File: src/rtl/gpio_pkg.sv
package gpio_pkg;
  localparam int unsigned BUS_W  = 32;
  localparam int unsigned ADDR_W = 5;

  // Register word index, taken from address bits [4:2]
  typedef enum logic [2:0] {
    REG_VALUE = 3'd0,
    REG_DIR   = 3'd1,
    REG_IEN   = 3'd2,
    REG_STAT  = 3'd3,
    REG_PEND  = 3'd4,
    REG_CLR   = 3'd5,
    REG_MODE  = 3'd6,
    REG_POL   = 3'd7
  } reg_idx_e;
endpackage

File: src/rtl/gpio_sync.sv
module gpio_sync #(
  parameter int unsigned W = 32
) (
  input  logic         clk_i,
  input  logic         rst_ni,
  input  logic [W-1:0] d_i,
  output logic [W-1:0] q_o
);
  logic [W-1:0] meta_q;
  logic [W-1:0] sync_q;

  always_ff @(posedge clk_i or negedge rst_ni) begin
    if (!rst_ni) begin
      meta_q <= '0;
      sync_q <= '0;
    end else begin
      meta_q <= d_i;
      sync_q <= meta_q;
    end
  end

  assign q_o = sync_q;

  // cycles since reset, saturating, used only to qualify the check below
  logic [1:0] age_q;
  always_ff @(posedge clk_i or negedge rst_ni) begin
    if (!rst_ni) age_q <= 2'd0;
    else if (age_q != 2'd3) age_q <= age_q + 2'd1;
  end


  sync_delay_chk: assert property (@(posedge clk_i) disable iff (!rst_ni)
    (age_q == 2'd3) |-> (q_o == $past(d_i, 2)));
endmodule

File: src/rtl/gpio_irq_unit.sv
module gpio_irq_unit #(
  parameter int unsigned PINS = 32
) (
  input  logic            clk_i,
  input  logic            rst_ni,
  input  logic [PINS-1:0] level_i,
  input  logic [PINS-1:0] mode_i,
  input  logic [PINS-1:0] pol_i,
  input  logic [PINS-1:0] ien_i,
  input  logic [PINS-1:0] clr_i,
  output logic [PINS-1:0] status_o,
  output logic [PINS-1:0] pending_o,
  output logic            irq_o
);
  logic [PINS-1:0] prev_q;
  logic [PINS-1:0] status_q;
  logic [PINS-1:0] status_d;
  logic [PINS-1:0] set_w;

  for (genvar g = 0; g < PINS; g++) begin : g_det
    logic rise_w;
    logic fall_w;
    assign rise_w   = level_i[g] & ~prev_q[g];
    assign fall_w   = ~level_i[g] & prev_q[g];
    assign set_w[g] = mode_i[g] ? (pol_i[g] ? fall_w : rise_w)
                                : (level_i[g] == pol_i[g]);
  end

  always_comb begin
    status_d = (status_q & ~clr_i) | set_w;
  end

  always_ff @(posedge clk_i or negedge rst_ni) begin
    if (!rst_ni) begin
      prev_q   <= '0;
      status_q <= '0;
    end else begin
      prev_q   <= level_i;
      status_q <= status_d;
    end
  end

  assign status_o  = status_q;
  assign pending_o = status_q & ien_i;
  assign irq_o     = |pending_o;


  new_bit_src_chk: assert property (@(posedge clk_i) disable iff (!rst_ni)
    ((status_q & ~$past(status_q) & ~$past(set_w)) == '0));


  clear_takes_chk: assert property (@(posedge clk_i) disable iff (!rst_ni)
    ((status_q & $past(clr_i & ~set_w)) == '0));
endmodule

File: src/rtl/gpio_irq_ctrl.sv
module gpio_irq_ctrl
  import gpio_pkg::*;
#(
  parameter int unsigned PINS = 32
) (
  input  logic              clk_i,
  input  logic              rst_ni,
  input  logic [ADDR_W-1:0] bus_addr_i,
  input  logic              bus_wr_i,
  input  logic [BUS_W-1:0]  bus_wdata_i,
  input  logic              bus_rd_i,
  output logic [BUS_W-1:0]  bus_rdata_o,
  input  logic [PINS-1:0]   pin_in_i,
  output logic [PINS-1:0]   pin_out_o,
  output logic [PINS-1:0]   pin_oe_o,
  output logic              irq_o
);
  reg_idx_e        idx_w;
  logic [PINS-1:0] wr_data_w;
  logic [PINS-1:0] sync_w;
  logic [PINS-1:0] status_w;
  logic [PINS-1:0] pending_w;
  logic [PINS-1:0] clr_w;

  logic [PINS-1:0] out_q, dir_q, ien_q, mode_q, pol_q;
  logic            out_en, dir_en, ien_en, mode_en, pol_en;
  logic [PINS-1:0] rd_sel;
  logic [BUS_W-1:0] rdata_d, rdata_q;

  assign idx_w     = reg_idx_e'(bus_addr_i[4:2]);
  assign wr_data_w = bus_wdata_i[PINS-1:0];

  gpio_sync #(.W(PINS)) u_sync (
    .clk_i (clk_i),
    .rst_ni(rst_ni),
    .d_i   (pin_in_i),
    .q_o   (sync_w)
  );

  gpio_irq_unit #(.PINS(PINS)) u_irq (
    .clk_i    (clk_i),
    .rst_ni   (rst_ni),
    .level_i  (sync_w),
    .mode_i   (mode_q),
    .pol_i    (pol_q),
    .ien_i    (ien_q),
    .clr_i    (clr_w),
    .status_o (status_w),
    .pending_o(pending_w),
    .irq_o    (irq_o)
  );

  // write decode: clock enables per register
  always_comb begin
    out_en  = bus_wr_i && (idx_w == REG_VALUE);
    dir_en  = bus_wr_i && (idx_w == REG_DIR);
    ien_en  = bus_wr_i && (idx_w == REG_IEN);
    mode_en = bus_wr_i && (idx_w == REG_MODE);
    pol_en  = bus_wr_i && (idx_w == REG_POL);
    clr_w   = (bus_wr_i && (idx_w == REG_CLR)) ? wr_data_w : '0;
  end

  // read mux, zero-extended to the bus width
  always_comb begin
    rd_sel = '0;
    if (bus_rd_i) begin
      unique case (idx_w)
        REG_VALUE: rd_sel = (dir_q & sync_w) | (~dir_q & out_q);
        REG_DIR:   rd_sel = dir_q;
        REG_IEN:   rd_sel = ien_q;
        REG_STAT:  rd_sel = status_w;
        REG_PEND:  rd_sel = pending_w;
        REG_CLR:   rd_sel = '0;
        REG_MODE:  rd_sel = mode_q;
        REG_POL:   rd_sel = pol_q;
        default:   rd_sel = '0;
      endcase
    end
    rdata_d = '0;
    rdata_d[PINS-1:0] = rd_sel;
  end

  always_ff @(posedge clk_i or negedge rst_ni) begin
    if (!rst_ni) begin
      out_q   <= '0;
      dir_q   <= '1;
      ien_q   <= '0;
      mode_q  <= '0;
      pol_q   <= '0;
      rdata_q <= '0;
    end else begin
      if (out_en)  out_q  <= wr_data_w;
      if (dir_en)  dir_q  <= wr_data_w;
      if (ien_en)  ien_q  <= wr_data_w;
      if (mode_en) mode_q <= wr_data_w;
      if (pol_en)  pol_q  <= wr_data_w;
      rdata_q <= rdata_d;
    end
  end

  assign bus_rdata_o = rdata_q;
  assign pin_out_o   = out_q;
  assign pin_oe_o    = ~dir_q;


  idle_read_chk: assert property (@(posedge clk_i) disable iff (!rst_ni)
    !$past(bus_rd_i) |-> (bus_rdata_o == '0));


  irq_needs_en_chk: assert property (@(posedge clk_i) disable iff (!rst_ni)
    irq_o |-> (ien_q != '0));
endmodule

File: config.mk
export PLATFORM = sky130hd
export DESIGN_NAME = gpio_irq_ctrl
export DESIGN_NICKNAME = d
export VERILOG_FILES = /design/src/rtl/gpio_pkg.sv /design/src/rtl/gpio_sync.sv /design/src/rtl/gpio_irq_unit.sv /design/src/rtl/gpio_irq_ctrl.sv
export SDC_FILE = /design/constraint.sdc
export NUM_CORES = 1
export LEC_CHECK = 0
export ABC_CLOCK_PERIOD_IN_PS = 1500
export BUFFER_PORTS_ARGS = -buffer_cell sky130_fd_sc_hd__buf_2
export CELL_PAD_IN_SITES_DETAIL_PLACEMENT = 0
export CELL_PAD_IN_SITES_GLOBAL_PLACEMENT = 1
export CORE_MARGIN = 8
export CORE_UTILIZATION = 45
export DETAILED_ROUTE_END_ITERATION = 7
export PLACE_DENSITY_LB_ADDON = 0.1
export REMOVE_ABC_BUFFERS = 1
export SLEW_MARGIN = 40
export SYNTH_ARGS = -nofsm -noshare
export SYNTH_HDL_FRONTEND = slang
export SYNTH_SLANG_ARGS = --single-unit
File: constraint.sdc
create_clock -name clk_i -period 1.5 [get_ports clk_i]
set_input_delay 0.15 -clock clk_i [delete_from_list [all_inputs] [get_ports clk_i]]
set_output_delay 0.15 -clock clk_i [all_outputs]
set_load 0.005 [all_outputs]
# [Word level (Yosys, flattened, before mapping)]
# Cells that the tools add are included.
[classes] n_eq_ne=39 n_reduce_logical=8 n_mux=67 bitwise=136
[ops] op="$pmux W32 S8" count=1
[ops] op="$and A32 B32 Y32" count=4
[ops] op="$and A1 B1 Y1" count=64
[ops] op="$mux W1" count=64
[ops] op="$mux W32" count=2
[ops] op="$not A1 Y1" count=64
[ops] op="$not A32 Y32" count=2
[ops] op="$or A32 B32 Y32" count=2
[ops] op="$eq A1 B1 Y1" count=32
[ops] op="$reduce_or A32 Y1" count=1
[ops] op="$eq A3 B3 Y1 const B" count=4
[ops] op="$eq A3 B2 Y1 const B" count=2
[ops] op="$logic_and A1 B1 Y1" count=6
[ops] op="$eq A3 B1 Y1 const B" count=1
[ops] op="$logic_not A3 Y1" count=1
[totals] ff_bits=320 inputBits=73 out_inout_bits=97 word_cells=260

# [Depth between registers and ports, before layout]
[depth] ltp_word=6 ltp_mapped=7 depth_no_buf=4

# [Cells and area by module]
# A second synthesis with hierarchy kept.
[hier_totals] cells_unflattened=1170 hier_area_um2=14515.2
[by_module_without_submodules] mod="gpio_irq_ctrl" instances=1 area_per_inst_um2=9653.0 cells_per_inst=805 seq_area_each_um2=4844.6
[by_module_without_submodules] mod="gpio_irq_unit" instances=1 area_per_inst_um2=3260.6 cells_per_inst=301 seq_area_each_um2=1601.5
[by_module_without_submodules] mod="gpio_sync" instances=1 area_per_inst_um2=1601.5 cells_per_inst=64 seq_area_each_um2=1601.5

# [Worst setup path before layout]
# No wires, ideal clock.
[synth_path] path_kind="register to output" startpoint="reg ien_q[4]" endpoint="out irq_o" setup_slack_ns=0.038 t_required_ns=1.350 path_buffers=0 arrival_time_ns=1.312 path_stages_with_launch=5 path_cell_list="dfrtp_1 -> a22o_1 -> a221oi_1 -> nand4_1 -> or4_1"
[synth_via] elab_chain_len=2
[synth_rtl] element="start: declaration" line_no="gpio_irq_ctrl.sv:25" source="logic [PINS-1:0] out_q, dir_q, ien_q, mode_q, pol_q;"
[synth_rtl] element="start signal: assignment" line_no="gpio_irq_ctrl.sv:94" source="if (ien_en) ien_q <= wr_data_w;"
[synth_rtl] element="$and A32 B32 Y32" line_no="gpio_irq_unit.sv:44" source="assign pending_o = status_q & ien_i;"
[synth_rtl] element="$reduce_or A32 Y1" line_no="gpio_irq_unit.sv:45" source="assign irq_o = |pending_o;"
[synth_rtl] element="end: declaration" line_no="gpio_irq_ctrl.sv:16" source="output logic irq_o"
# No other way between the ends.

# [Worst setup path in the final report]
[layout_path] startpoint="reg ien_q[24]" endpoint="out irq_o"
# Same word-level chain as after synthesis.

==> impl_metrics.env <==
export IMPL_clock_tree_htree_level_count=2
export IMPL_grt_pass1_wl_um=60500
export IMPL_worst_setup_hold_path_clk_slew_ps=60
export IMPL_syn_area_per_cell_sq_um=12.3
export IMPL_worstRegToRegCells=3
export IMPL_worst_ep_arrival_time_ps=2230
export IMPL_drt_initial_drc_count=595
export IMPL_slew_limit_headroom_pct=59.6
export IMPL_floorplan_initialDensity_pct=45.6
export IMPL_run_status="complete, but fails checks"
export IMPL_num_fill_cells=2521
export IMPL_cts_tree="done"
export IMPL_synth_seq_area_share_pct=57.8
export IMPL_global_route_usage_total_pct=21.0
export IMPL_net_switching_power_mw=6.52
export IMPL_clock_path_buffers=3
export IMPL_ys_ff_latch=320
export IMPL_die_h_um=192
export IMPL_total_leakage_power_nw=8.02
export IMPL_num_vias=10300
export IMPL_postRouteAntennaNets=0
export IMPL_clockPowerShare_pct=36.9
export IMPL_reg_to_reg_critical_path_startpoint="dir_q[2]"
export IMPL_critPathCaptureType="output port"
export IMPL_layout_cells_most_common="dfrtp_1"
export IMPL_finalCritPeriodShare_pct=158
export IMPL_p_total_mw=25.1
export IMPL_timing_critical_path_from_type="register"
export IMPL_grt_setup_unrepaired="true"
export IMPL_detail_route_wl_per_cell_um=20.2
export IMPL_layout_drive_gt1_share_pct=42.2
export IMPL_largest_net_degree_at_the_start_of_global_routing=62
export IMPL_synth_cell_type_count=47
export IMPL_core_rowCount=64
export IMPL_max_slew_worst_pin_slew_ps=604
export IMPL_route_detailed_vias_per_inst=5.44
export IMPL_antenna_cells=0
export IMPL_insertion_delay_ps=520
export IMPL_ctsRootBufferMaster="clkbuf_16"
export IMPL_cp_data_required_time_ps=1350
export IMPL_hold_violations=0
export IMPL_final_setup_worst_slack_ps=-876
export IMPL_holdCritPathClass="primary input to async pin"
export IMPL_syn_inst=1130
export IMPL_place_detailed_hpwl_um=26000
export IMPL_maxCapViolCount=0
export IMPL_grt_busiest_layer="met2"
export IMPL_r2r_setup_slack_ps=110
export IMPL_timing_critical_path_fanout_max=2
export IMPL_swShare_pct=25.9
export IMPL_seq_power_share_pct=44.0
export IMPL_clock_fmax_ghz=0.421
export IMPL_internal_power_component_mw=18.6
export IMPL_vdd_drop_max_mv=0.989
export IMPL_die_x_um=192
export IMPL_area_growth_pct=30.2
export IMPL_die_area_sq_um=36800
export IMPL_core_sq_um=30500
export IMPL_placed_instances=1764
export IMPL_period_minus_slack_ps=2380
export IMPL_final_cell_mix="288 x dfrtp_1, 187 x mux2_2, 164 x buf_2"
export IMPL_yosysWarningCount=0
export IMPL_mappedNetlistArea_sq_um=13900
export IMPL_synth_edf_count=0
export IMPL_globalRouteMet2Util_pct=35.0
export IMPL_timing_max_transition_violations_final=0
export IMPL_met1_usage_grt_pct=27.8
export IMPL_groute_layer_met3_usage_pct=3.58
export IMPL_postSynth_asyncResetShare_pct=100
export IMPL_cts_buffers_inserted=36
export IMPL_synthFlopType="dfrtp_1"
export IMPL_number_of_antenna_violations_at_the_first_check_in_global_routing=1
export IMPL_gr_total_overflow=0
export IMPL_final_nets=1544
export IMPL_crit_reg2reg_capture="bus_rdata_o[2]"
export IMPL_drcViolationCount=0
export IMPL_finalWeightedCongestion=0.802
export IMPL_power_density_nw_per_um2=1390
export IMPL_ioPinCount=170
export IMPL_finalSetupViolCount=1
export IMPL_path_class="register to output port"
export IMPL_via_count_of_the_first_global_routing_pass=10700
export IMPL_detail_route_wirelength_um=38300
export IMPL_violations="setup timing"
export IMPL_power_share_combinational_pct=19.1
export IMPL_portBuffers=167
export IMPL_clkSinkCount=320
export IMPL_fin_skew_ps=12.2
export IMPL_drt_pass1_iterations=5
export IMPL_instances_no_fill=1892
synth_stat cells (all sizes together), types with 2 or more instances:
cell	count	area (sq um)
dfrtp	288	7210
mux2	200	2250
nand2	105	394
o21ai	65	325
nor2	46	191
a21oi	41	205
buf	36	236
nand3	34	170
inv	33	124
dfstp	32	841
a221o	31	310
or2	31	194
clkbuf	23	86.3
mux2i	22	220
a32oi	20	175
a22oi	17	128
nor2b	13	81.3
o22ai	12	75.1
and3	11	68.8
o221a	11	124
o31ai	11	82.6
a222oi	9	90.1
a311oi	9	78.8
a221oi	4	35.0
nand2b	4	25.0
a22o	3	26.3
and2	2	12.5
nand3b	2	15.0
nand4	2	12.5
o211a	2	20.0
layout make-up:
type | instances | area [sq um] | area share [%]
clock buffer | 55 | 1120 | 6.20
clock inverter | 8 | 143 | 0.787
inverter | 33 | 124 | 0.683
multi-input combinational | 718 | 5460 | 30.1
sequential | 320 | 8050 | 44.4
tap | 396 | 495 | 2.73
timing repair buffer | 362 | 2730 | 15.1
stage by stage:
step / setup WS [ps] / setup TNS (ps) / util (%) / area, sq um / hold WS (ps)
after floorplan: -785 / -69410 / - / 13600 / -146
after global placement: -436 / -16060 / 53.0 / 16200 / 34.3
after detailed placement: -451 / -15970 / 53.1 / 16200 / 31.7
after CTS: -902 / -902 / 59.4 / 18100 / 87.5
after global routing: -951 / -951 / 59.4 / 18100 / 89.0
final: -876 / -876 / 59.4 / 18100 / 92.2
how the worst max path moves through the flow:
stage	startpoint	to	cells past startpoint	slack [ps]
3_5_place_dp	ien_q[20]	irq_o	5	-450
5_1_grt	ien_q[24]	irq_o	6	-950
6_report	ien_q[24]	irq_o	6	-880
2_1_floorplan	bus_addr_i[4]	dir_q[0]	4	-780
4_1_cts	ien_q[24]	irq_o	6	-900
3_3_place_gp	ien_q[24]	irq_o	6	-440
power by group through the flow:
stage,clock (mW),sequential (mW),combinational (mW)
CTS,9.49,11.1,4.87
detailed placement,0,11.2,4.70
finish,9.26,11.1,4.80
global route,9.85,11.3,5.29
global placement,0,11.2,4.65
floorplan,0,11.0,2.53
cell families (layout without fill, tap and decap cells):
kind of cell / Yosys count / after routing / share of synthesized area, %
AO/OA/AOI/OAI: 240 / 240 / 12.4
buffers and inverters: 92 / 458 / 3.21
flip-flops: 320 / 320 / 57.8
multiplexers: 222 / 222 / 17.8
AND/OR/NAND/NOR: 256 / 256 / 8.84
layer usage:
metal / vias up / part of all wire (%)
met5: - / 0.031
met2: 248 / 48
met3: 69 / 4.7
met4: 2 / 2.5
met1: 5149 / 45
li1: 4830 / -
worst max-delay path, stage by stage, from the launching register on:
cell and delay [ps]:
dfrtp_1 370, a22o_1 250, a221oi_2 170, buf_4 150
nand4_1 150, or4_4 490, buf_6 140
timing repair:
action	4_1_cts	5_1_grt
setup endpoints to repair	2	1
resized for setup	4	0
hold buffers	65	0
gates cloned	0	0
setup buffers	1	0
hold endpoints to repair	503	0
Power figures use the tool's default switching activity.
